--- config.mk ---
export PLATFORM = sky130hd
export DESIGN_NAME = cfg_flash_loader
export DESIGN_NICKNAME = d
export VERILOG_FILES = /design/src/rtl/cfgl_pkg.sv /design/src/rtl/cfgl_sclk_gen.sv /design/src/rtl/cfgl_serializer.sv /design/src/rtl/cfgl_deser.sv /design/src/rtl/cfg_flash_loader.sv
export SDC_FILE = /design/constraint.sdc
export NUM_CORES = 1
export LEC_CHECK = 0
export BUFFER_PORTS_ARGS = -buffer_cell sky130_fd_sc_hd__buf_2
export CAP_MARGIN = 20
export CELL_PAD_IN_SITES_DETAIL_PLACEMENT = 0
export CELL_PAD_IN_SITES_GLOBAL_PLACEMENT = 1
export CORE_UTILIZATION = 49
export CTS_BUF_LIST = sky130_fd_sc_hd__clkbuf_16
export DETAILED_ROUTE_END_ITERATION = 12
export MAX_ROUTING_LAYER = met4
export PLACE_DENSITY_LB_ADDON = 0.1
export SLEW_MARGIN = 15
export SYNTH_ARGS = -nofsm -noshare
export SYNTH_HDL_FRONTEND = slang
export SYNTH_HIERARCHICAL = 1
export SYNTH_SLANG_ARGS = --single-unit
--- constraint.sdc ---
create_clock -name clk -period 4.6 [get_ports clk]
set_input_delay 0.23 -clock clk [delete_from_list [all_inputs] [get_ports clk]]
set_output_delay 0.23 -clock clk [all_outputs]
set_load 0.05 [all_outputs]
--- src/rtl/cfgl_pkg.sv ---
package cfgl_pkg;
   typedef enum logic [2:0] {
      ST_IDLE,
      ST_HDR,
      ST_DATA,
      ST_TAIL,
      ST_DONE
   } ld_state_t;

   localparam logic [2:0] MODE_SERIAL = 3'b001;
   localparam logic [2:0] VARIANT_FAST = 3'b111;
endpackage

--- src/rtl/cfgl_sclk_gen.sv ---
module cfgl_sclk_gen #(
   parameter int HALF_W = 6
) (
   input  logic              clk,
   input  logic              rst_n,
   input  logic              run_i,
   input  logic [HALF_W-1:0] half_i,
   output logic              sclk_o,
   output logic              rise_o,
   output logic              fall_o
);
   logic [HALF_W-1:0] ph_q;
   logic              sclk_q;
   logic              flip;

   if (HALF_W < 2) begin : g_bad_w
      $error("cfgl_sclk_gen: HALF_W must be at least 2");
   end

   assign flip   = run_i && (ph_q >= half_i - 1'b1);
   assign rise_o = flip && !sclk_q;
   assign fall_o = flip && sclk_q;
   assign sclk_o = sclk_q;

   always_ff @(posedge clk or negedge rst_n) begin
      if (!rst_n) begin
         ph_q   <= '0;
         sclk_q <= 1'b0;
      end else if (!run_i) begin
         ph_q   <= '0;
         sclk_q <= 1'b0;
      end else if (flip) begin
         ph_q   <= '0;
         sclk_q <= ~sclk_q;
      end else begin
         ph_q <= ph_q + 1'b1;
      end
   end
endmodule

--- src/rtl/cfgl_serializer.sv ---
module cfgl_serializer #(
   parameter int W = 40
) (
   input  logic         clk,
   input  logic         rst_n,
   input  logic         load_i,
   input  logic [W-1:0] word_i,
   input  logic         shift_i,
   output logic         bit_o
);
   logic [W-1:0] sreg_q;

   if (W < 2) begin : g_bad_w
      $error("cfgl_serializer: W must be at least 2");
   end

   always_ff @(posedge clk or negedge rst_n) begin
      if (!rst_n)       sreg_q <= '0;
      else if (load_i)  sreg_q <= word_i;
      else if (shift_i) sreg_q <= {sreg_q[W-2:0], 1'b0};
   end

   assign bit_o = sreg_q[W-1];
endmodule

--- src/rtl/cfgl_deser.sv ---
module cfgl_deser #(
   parameter int W = 8,
   localparam int CW = $clog2(W)
) (
   input  logic         clk,
   input  logic         rst_n,
   input  logic         clr_i,
   input  logic         shift_i,
   input  logic         bit_i,
   output logic         last_o,
   output logic [W-1:0] word_nxt_o,
   output logic [W-1:0] word_o,
   output logic         vld_o
);
   logic [W-1:0]  sreg_q;
   logic [CW-1:0] cnt_q;

   if (W < 2) begin : g_bad_w
      $error("cfgl_deser: W must be at least 2");
   end

   assign word_nxt_o = {sreg_q[W-2:0], bit_i};
   assign last_o     = shift_i && (cnt_q == CW'(W - 1));

   always_ff @(posedge clk or negedge rst_n) begin
      if (!rst_n) begin
         sreg_q <= '0;
         cnt_q  <= '0;
         word_o <= '0;
         vld_o  <= 1'b0;
      end else begin
         vld_o <= last_o;
         if (clr_i) begin
            cnt_q <= '0;
         end else if (shift_i) begin
            sreg_q <= word_nxt_o;
            cnt_q  <= last_o ? '0 : cnt_q + 1'b1;
         end
         if (last_o) word_o <= word_nxt_o;
      end
   end

   // strobe never lasts two clocks
   a_r6_single_strobe: assert property (@(posedge clk) disable iff (!rst_n)
      vld_o |=> !vld_o);
endmodule

--- src/rtl/cfg_flash_loader.sv ---
module cfg_flash_loader
   import cfgl_pkg::*;
#(
   parameter int              CNT_W       = 16,
   parameter int              ADDR_W      = 24,
   parameter logic [ADDR_W-1:0] START_ADDR = '0,
   parameter logic [7:0]      CMD_FAST    = 8'h0B,
   parameter logic [7:0]      CMD_STD     = 8'h03,
   parameter int              HALF_W      = 6,
   parameter int unsigned     RATE_DIV [4] = '{64, 16, 8, 4},
   parameter int              RATE_LSB    = 0
) (
   input  logic             clk,
   input  logic             rst_n,
   input  logic             init_i,
   input  logic [2:0]       mode_i,
   input  logic [2:0]       variant_i,
   input  logic [CNT_W-1:0] byte_count_i,
   output logic             cs_n_o,
   output logic             sclk_o,
   output logic             mosi_o,
   input  logic             din_i,
   output logic [7:0]       data_o,
   output logic             data_vld_o,
   output logic             done_o
);
   localparam int HDR_W    = 8 + ADDR_W + 8;
   localparam int LEN_STD  = 8 + ADDR_W;
   localparam int HCNT_W   = $clog2(HDR_W + 1);

   if (CNT_W < 1) begin : g_bad_cnt
      $error("cfg_flash_loader: CNT_W must be positive");
   end
   if (ADDR_W < 8 || ADDR_W % 8 != 0) begin : g_bad_addr
      $error("cfg_flash_loader: ADDR_W must be a whole number of bytes");
   end
   if (RATE_LSB < 0 || RATE_LSB > 6) begin : g_bad_lsb
      $error("cfg_flash_loader: rate field must lie inside the first byte");
   end

   // divider table: one half-period entry per rate code
   logic [HALF_W-1:0] half_tab [4];
   for (genvar g = 0; g < 4; g++) begin : g_rate
      if (RATE_DIV[g] < 4 || RATE_DIV[g] % 2 != 0 ||
          RATE_DIV[g] / 2 >= (2 ** HALF_W)) begin : g_bad_div
         $error("cfg_flash_loader: each divider must be even, >= 4 and fit HALF_W");
      end
      assign half_tab[g] = HALF_W'(RATE_DIV[g] / 2);
   end

   ld_state_t         st_q;
   logic              init_q;
   logic              init_rise;
   logic              start;
   logic              fast_sel;
   logic [HDR_W-1:0]  hdr_word;
   logic [HCNT_W-1:0] hdr_cnt_q, hdr_len_q;
   logic [CNT_W-1:0]  byte_idx_q, nbytes_q;
   logic [HALF_W-1:0] half_q;
   logic              run, rise, fall;
   logic              byte_last;
   logic [7:0]        byte_nxt;

   assign init_rise = init_i && !init_q;
   assign start     = (st_q == ST_IDLE) && init_rise && (mode_i == MODE_SERIAL);
   assign fast_sel  = (variant_i == VARIANT_FAST);
   assign hdr_word  = fast_sel ? {CMD_FAST, START_ADDR, 8'h00}
                               : {CMD_STD,  START_ADDR, 8'h00};
   assign run       = (st_q == ST_HDR) || (st_q == ST_DATA) || (st_q == ST_TAIL);

   cfgl_sclk_gen #(.HALF_W(HALF_W)) u_sclk (
      .clk   (clk),
      .rst_n (rst_n),
      .run_i (run),
      .half_i(half_q),
      .sclk_o(sclk_o),
      .rise_o(rise),
      .fall_o(fall)
   );

   cfgl_serializer #(.W(HDR_W)) u_ser (
      .clk    (clk),
      .rst_n  (rst_n),
      .load_i (start),
      .word_i (hdr_word),
      .shift_i(fall),
      .bit_o  (mosi_o)
   );

   cfgl_deser #(.W(8)) u_des (
      .clk       (clk),
      .rst_n     (rst_n),
      .clr_i     (start),
      .shift_i   (rise && (st_q == ST_DATA)),
      .bit_i     (din_i),
      .last_o    (byte_last),
      .word_nxt_o(byte_nxt),
      .word_o    (data_o),
      .vld_o     (data_vld_o)
   );

   always_ff @(posedge clk or negedge rst_n) begin
      if (!rst_n) begin
         st_q       <= ST_IDLE;
         init_q     <= 1'b1;
         cs_n_o     <= 1'b1;
         done_o     <= 1'b0;
         hdr_cnt_q  <= '0;
         hdr_len_q  <= '0;
         byte_idx_q <= '0;
         nbytes_q   <= '0;
         half_q     <= half_tab[0];
      end else begin
         init_q <= init_i;
         case (st_q)
            ST_IDLE: if (start) begin
               st_q       <= ST_HDR;
               cs_n_o     <= 1'b0;
               hdr_cnt_q  <= '0;
               hdr_len_q  <= fast_sel ? HCNT_W'(HDR_W) : HCNT_W'(LEN_STD);
               byte_idx_q <= '0;
               nbytes_q   <= (byte_count_i == '0) ? CNT_W'(1) : byte_count_i;
               half_q     <= half_tab[0];
            end
            ST_HDR: if (rise) begin
               hdr_cnt_q <= hdr_cnt_q + 1'b1;
               if (hdr_cnt_q == hdr_len_q - 1'b1) st_q <= ST_DATA;
            end
            ST_DATA: if (byte_last) begin
               byte_idx_q <= byte_idx_q + 1'b1;
               if (byte_idx_q == '0) half_q <= half_tab[byte_nxt[RATE_LSB +: 2]];
               if (byte_idx_q == nbytes_q - 1'b1) st_q <= ST_TAIL;
            end
            ST_TAIL: if (fall) begin
               cs_n_o <= 1'b1;
               done_o <= 1'b1;
               st_q   <= ST_DONE;
            end
            default: ;
         endcase
      end
   end

   // idle loader keeps the flash deselected and the clock parked
   a_r1_idle_quiet: assert property (@(posedge clk) disable iff (!rst_n)
      (st_q == ST_IDLE) |-> (cs_n_o && !sclk_o));
   // mid-transfer MOSI moves only with a falling serial clock
   a_r4_mosi_on_fall: assert property (@(posedge clk) disable iff (!rst_n)
      (!cs_n_o && !$past(cs_n_o) && (mosi_o != $past(mosi_o))) |-> (!sclk_o && $past(sclk_o)));
   // byte strobe lines up with a rising serial clock
   a_r6_vld_at_rise: assert property (@(posedge clk) disable iff (!rst_n)
      data_vld_o |-> (sclk_o && !$past(sclk_o)));
   // chip select held low while the clock runs
   a_r9_cs_low_active: assert property (@(posedge clk) disable iff (!rst_n)
      run |-> !cs_n_o);
   // finished loader is deselected with a parked clock
   a_r9_done_parked: assert property (@(posedge clk) disable iff (!rst_n)
      done_o |-> (cs_n_o && !sclk_o));
   // done never drops before reset
   a_r10_done_sticky: assert property (@(posedge clk) disable iff (!rst_n)
      done_o |=> done_o);
endmodule

* Word-level counts from Yosys, hierarchy flattened
Index checks and enable logic that the tools add are counted.
Word-level totals: output and inout bits 13, input port bits 26, word-level logic and storage cells 108, register bits 122
Operators by class: multiplexer cells 35, magnitude comparators 2, add/sub/neg operators 7, reduce and logical (&&, ||, !) cells 29, equality and inequality tests 16, bitwise logic cells 3
Operators by type and width (count):
- 2-to-1 mux 40 bit | 2
- 2-to-1 mux 6 bit | 9
- 2-to-1 mux 16 bit | 3
- 2-to-1 mux 36 bit | 1
- zero test 16 bit | 2
- one-hot mux 16 bit (2 select lines) | 1
- 2-to-1 mux 3 bit | 9
- one-hot mux 6 bit (2 select lines) | 2
- adder 16 x 1 -> 16 bit (second input constant) | 1
- == test 16 bit | 1
- subtractor 16 x 1 -> 16 bit (second input constant) | 1
- adder 6 x 1 -> 6 bit (second input constant) | 2
- binary-select mux 6 bit (select 2 bit) | 1
- one-hot mux 3 bit (4 select lines) | 1
- subtractor 6 x 1 -> 6 bit (second input constant) | 2
- nonzero test 2 bit | 5
- AND reduction 3 bit | 3
- logical AND 1 bit | 8
- != test 2 x 1 -> 1 bit (second input constant) | 4
- != test 2 bit (second input constant) | 4
- AND reduction 7 bit | 1
- == test 3 x 1 -> 1 bit (second input constant) | 2
- == test 3 x 2 -> 1 bit (second input constant) | 2
- == test 3 bit (second input constant) | 2
- other kinds (15) | 23

* Depth between registers and ports, before layout
depth in word-level cells 10, mapped depth 19, gate-level depth less buffers 18

* Hierarchy
The synthesis kept the hierarchy.
By module, submodules not included:
- cfg_flash_loader | seq. area each 1255.0 um^2, cells each 312, instances 1, area an instance 3027.9 um^2
- cfgl_serializer | seq. area each 1001.0 um^2, cells each 174, instances 1, area an instance 1896.8 um^2
- cfgl_deser | seq. area each 475.5 um^2, cells each 49, instances 1, area an instance 788.3 um^2
- cfgl_sclk_gen | seq. area each 175.2 um^2, cells each 54, instances 1, area an instance 526.8 um^2

* Worst setup path after synthesis
OpenSTA, ideal clock, no wires.
path type reg-to-reg, from register half_q[2], to register byte_idx_q[13], path slack 1.246 ns, stages on the path, launching flop included 17, arrival 3.277 ns, library setup time 0.077 ns, required time 4.523 ns, buffers on the path 0, clock period less this slack 3.354 ns, cell sequence dfrtp_1 -> or3_4 -> nor3_2 -> xnor2_1 -> ha_1 -> nand2_1 -> o21a_1 -> o21a_1 -> nor2_1 -> and3_1 -> nand2_2 -> inv_1 -> nand2_1 -> o31ai_4 -> nand4_1 -> or3_1 -> a21oi_1
Between the ends: word-level cells in the longest chain between the ends 8
Ends and longest elaborated chain:
- start: declaration | line cfg_flash_loader.sv:59 | logic [HALF_W-1:0] half_q;
- start signal: assignment | line cfg_flash_loader.sv:112 | half_q <= half_tab[0];
- start signal: assignment | line cfg_flash_loader.sv:123 | half_q <= half_tab[0];
- start signal: assignment | line cfg_flash_loader.sv:131 | if (byte_idx_q == '0) half_q <= half_tab[byte_nxt[RATE_LSB +: 2]];
- subtractor 6 x 1 -> 6 bit | line cfgl_sclk_gen.sv:20 | assign flip = run_i && (ph_q >= half_i - 1'b1);
- >= comparator 6 bit | line cfgl_sclk_gen.sv:20
- logical AND 1 bit | line cfgl_sclk_gen.sv:20
- logical AND 1 bit | line cfgl_sclk_gen.sv:21 | assign rise_o = flip && !sclk_q;
- via rise | line cfg_flash_loader.sv:60 | logic run, rise, fall;
- logical AND 1 bit | line cfg_flash_loader.sv:94 | .shift_i (rise && (st_q == ST_DATA)),
- logical AND 1 bit | line cfgl_deser.sv:23 | assign last_o = shift_i && (cnt_q == CW'(W - 1));
- via byte_last | line cfg_flash_loader.sv:61 | logic byte_last;
- != test 2 x 1 -> 1 bit (no line)
- AND reduction 3 bit (no line)
- end signal: assignment | line cfg_flash_loader.sv:130 | byte_idx_q <= byte_idx_q + 1'b1;
- end: declaration | line cfg_flash_loader.sv:58 | logic [CNT_W-1:0] byte_idx_q, nbytes_q;
The timed path passes the listed nets, and every way through them passes these cells. A chain may end at the register's enable or synchronous reset.

* Worst setup path after layout
from register half_q[1], to register byte_idx_q[13]
The elaborated chain is that of the path after synthesis.

==> results.md <==
* Status: finished, final reports clean
* Worst path depth at 16
* Synth-to-layout area growth at 16.1%
* Worst path bufs/invs at 1
* Hold Path Depth at 3
* Port Buf Inserts at 38
* R2R depth at 16
* CTS sink cnt at between 100 and 150
* GR Overflow Total at 0
* Post-route ant nets at 0
* Share of cells above drive strength 1 at 16.1%
* Rows at 40
* GRT Overall Usage at about a fifth
* Ys async rst share at between 90% and 100%
* Prevailing post-synth register cell: dfrtp_1
* Switching part of the total power at between 30 and 40%
* RSZ-0062 raised after global routing: false
* Crit Path Max Fanout at 9
* Clock power share at between 30% and 40%
* First-pass GRT wire length at between 20 and 25 mm
* Pwr dens at 551 nW/um^2
* Largest net degree at the start of global routing at 78
* Core Footprint at 12200 um^2
* Endpoints failing hold at 0
* DP Area at about 6600 um^2
* CTS Buffer Depth at 2
* Combinational share of power at 27.6%
* Mapped cell area at approximately 6200 um^2
* Mapped Avg Cell Area at between 10 and 15 um^2
* Power share of the sequential group at between 30% and 40%
* Yosys reg bits at around 120
* Vias in the first global route at roughly 4400
* Post-synth EDFFs at 0
* Placer Congestion at between 0.8 and 0.9
* Synth top area share at 45.3%
* Worst slack, placed at around 0.76 ns
* Sw power at ~0.0013 W
* Lkg Pwr at between 3 and 4 nW
* Critical Path Start Type: register
* Filler cells at between 1000 and 1500
* Die area at around 13000 um^2
* Chip height at 115 um
* Post-synthesis sequential area ratio at between 40% and 50%
* Layout Skew at approximately 0.0079 ns
* Slowest-stage cell, CP: or3_1
* Slew Viols, Final at 0
* WP data arrival at about 4.2 ns
* Final Setup Violations at 0
* Clk slew on worst S/H paths at 0.05 ns
* Fin crit period at 3.89 ns
* Worst slew margin at around half
* Hold crit path type: in2reg
* Root Driver: clkbuf_16
* Residual DRC at 0
* Max stage delay on crit path at roughly 0.44 ns
* Setup TNS at 0 ns
* Ports at 39
* Max Cap Viol at 0
* Yosys warning total at 6
* Cell with the most instances after synthesis: dfrtp_1
* Initial antenna violation count at 0
* Ratio of routed vias to standard cells at 5.16
* Die Width at 115 um
* Post-Syn Instances at between 500 and 600
* WL final at around 12 mm
* H-tree levels at 4
* Final HPWL DP at between 7 and 8 mm
* Cell Int Power at ~0.0027 W
* Num CTS Buffers at 17
* Fin area at just over 7000 um^2
* Tightest Pin Transition at around 0.72 ns
* Fmax at 257 MHz
* Initial Utilization at 51.1%
* TritonRoute pass-1 iters at 5
* DRT iter0 DRCs at 243
* Area contributors post-synth: dfrtp_1 45%, mux2i_1 7.4%, o21ai_1 3.6%
* Worst Setup End Kind: register
* Crit path required time at around 4.9 ns
* Fin Hold WS at roughly 0.045 ns
* Wire per inst at between 10 and 15 um
* VDD IR max at 0.424 mV
* Clock latency on the worst-skew pair at 0.41 ns
* Largest delay share family, worst path: simple AND/OR/NAND/NOR gates
* Top cells by count, synth: 113 x dfrtp_1, 57 x nand2_1, 46 x mux2i_1
* Cells after DPL at a little over 800
* Library cells used by synthesis at 73
* Layout Cells excl Fill at 845
* Via count at ~4400
* CTS tree: built
* Final setup margin at around 0.71 ns
* CP cell instances: or3_4 > nor3_2 > xnor2_1 > ha_1 > nand2_1 > o21a_1 > o21a_1 > nor2_1 > and3_1 > nand2_2 > inv_1 > nand2_1 > o31ai_4 > nand4_1 > or3_1 > a21oi_1
* Final #Nets at just over 700
* Crit path kind: reg2reg
* ANT cells at 0
* Period Utilization, post-route at 84.6%
* Synth area leader: dfrtp_1
[per-stage QoR]
stage                     util [%]  total power (W)
after floorplan                  -          0.00245
after global placement        54.2          0.00264
after detailed placement      54.2          0.00268
after CTS                     59.3          0.00405
after global routing          59.3          0.00426
final                         59.3          0.00399
[routing by layer]
layer	GRT usage (%)	vias up	part of all wire, %
met5	-	-	0
met4	8.14	0	1.3
met3	5.22	12	2.6
met2	32.8	51	48
met1	26.1	2096	48
li1	-	2200	-
[sequential cells by signal, summed over array words and instances, names as in the netlist]
signal	cells
u_des/cnt_q	3
byte_idx_q	16
u_sclk/sclk_o	1
st_q	3
u_des/vld_o	1
cs_n_o	1
u_des/sreg_q	7
u_ser/sreg_q	40
hdr_len_q	2
init_q	1
half_q	4
nbytes_q	16
u_des/word_o	8
u_sclk/ph_q	6
hdr_cnt_q	6
done_o	1
[placed cells by master, fill, tap and decap left out, types with 6 or more instances in the layout]
master / instances
a21oi_1: 17
and3_1: 8
buf_2: 37
clkbuf_16: 17
conb_1: 43
dfrtp_1: 113
ha_1: 14
inv_1: 24
mux2_1: 14
mux2_2: 9
mux2_4: 7
mux2i_1: 46
nand2_1: 57
nand2b_1: 6
nand3_1: 11
nand4_1: 15
nor2_1: 36
nor3_1: 8
nor4_1: 10
o21ai_0: 11
o21ai_1: 45
xnor2_1: 19
xor2_1: 19
[logic make-up after synthesis]
| group | synth area share [%] |
|---|---|
| AO/OA/AOI/OAI | 10.2 |
| XOR/XNOR | 5.33 |
| adder cells (fa/ha/maj) | 2.81 |
| buffers and inverters | 4.93 |
| flip-flops | 46.6 |
| multiplexers | 13.2 |
| other | 0.120 |
| AND/OR/NAND/NOR | 16.8 |
[worst paths after layout]
kind,start,slack [ns],to
setup / recovery,half_q[1],0.71,byte_idx_q[13]
hold / removal,byte_count_i[6],0.05,nbytes_q[6]
setup reg to reg,half_q[1],0.71,byte_idx_q[13]
hold reg to reg,hdr_len_q[5],0.49,hdr_len_q[5]
max in group asynchronous,rst_n,3.50,u_ser/sreg_q[10]
min in group asynchronous,rst_n,0.20,u_ser/sreg_q[23]
[worst reg2reg max path, delay by kind of cell (launching register included)]
kind	cells	cell delay, ns
xor+xnor	1	0.09
simple gates	9	2.27
compound gates	4	0.61
fa+ha+maj	1	0.31
flops	1	0.40
buf+inv	1	0.13
[power groups by stage]
stage / Clock, W / Combinational (W) / Sequential (W)
final: 0.00133 / 0.00110 / 0.00156
after global routing: 0.00141 / 0.00125 / 0.00160
after CTS: 0.00137 / 0.00111 / 0.00156
after detailed placement: 0 / 0.00110 / 0.00158
after global placement: 0 / 0.00107 / 0.00157
after floorplan: 0 / 0.000955 / 0.00150
[what timing repair did]
item                                   4_1_cts  5_1_grt
resized for setup                            0        0
hold buffers                                 2        0
endpoints found under the hold margin       13        0
buffers inserted                             0        0
[final cells by class]
cell class | count | area, um^2 | share of cell area (%)
flip-flops and latches | 116 | 2910 | 40.1
clock buffers | 17 | 425 | 5.87
clock inverters | 15 | 174 | 2.40
repair buffers | 45 | 263 | 3.63
inverters | 20 | 75.1 | 1.04
multi-input cells | 464 | 3190 | 44.0
well taps | 168 | 210 | 2.90
No activity file was read; power rests on OpenSTA's default activity.
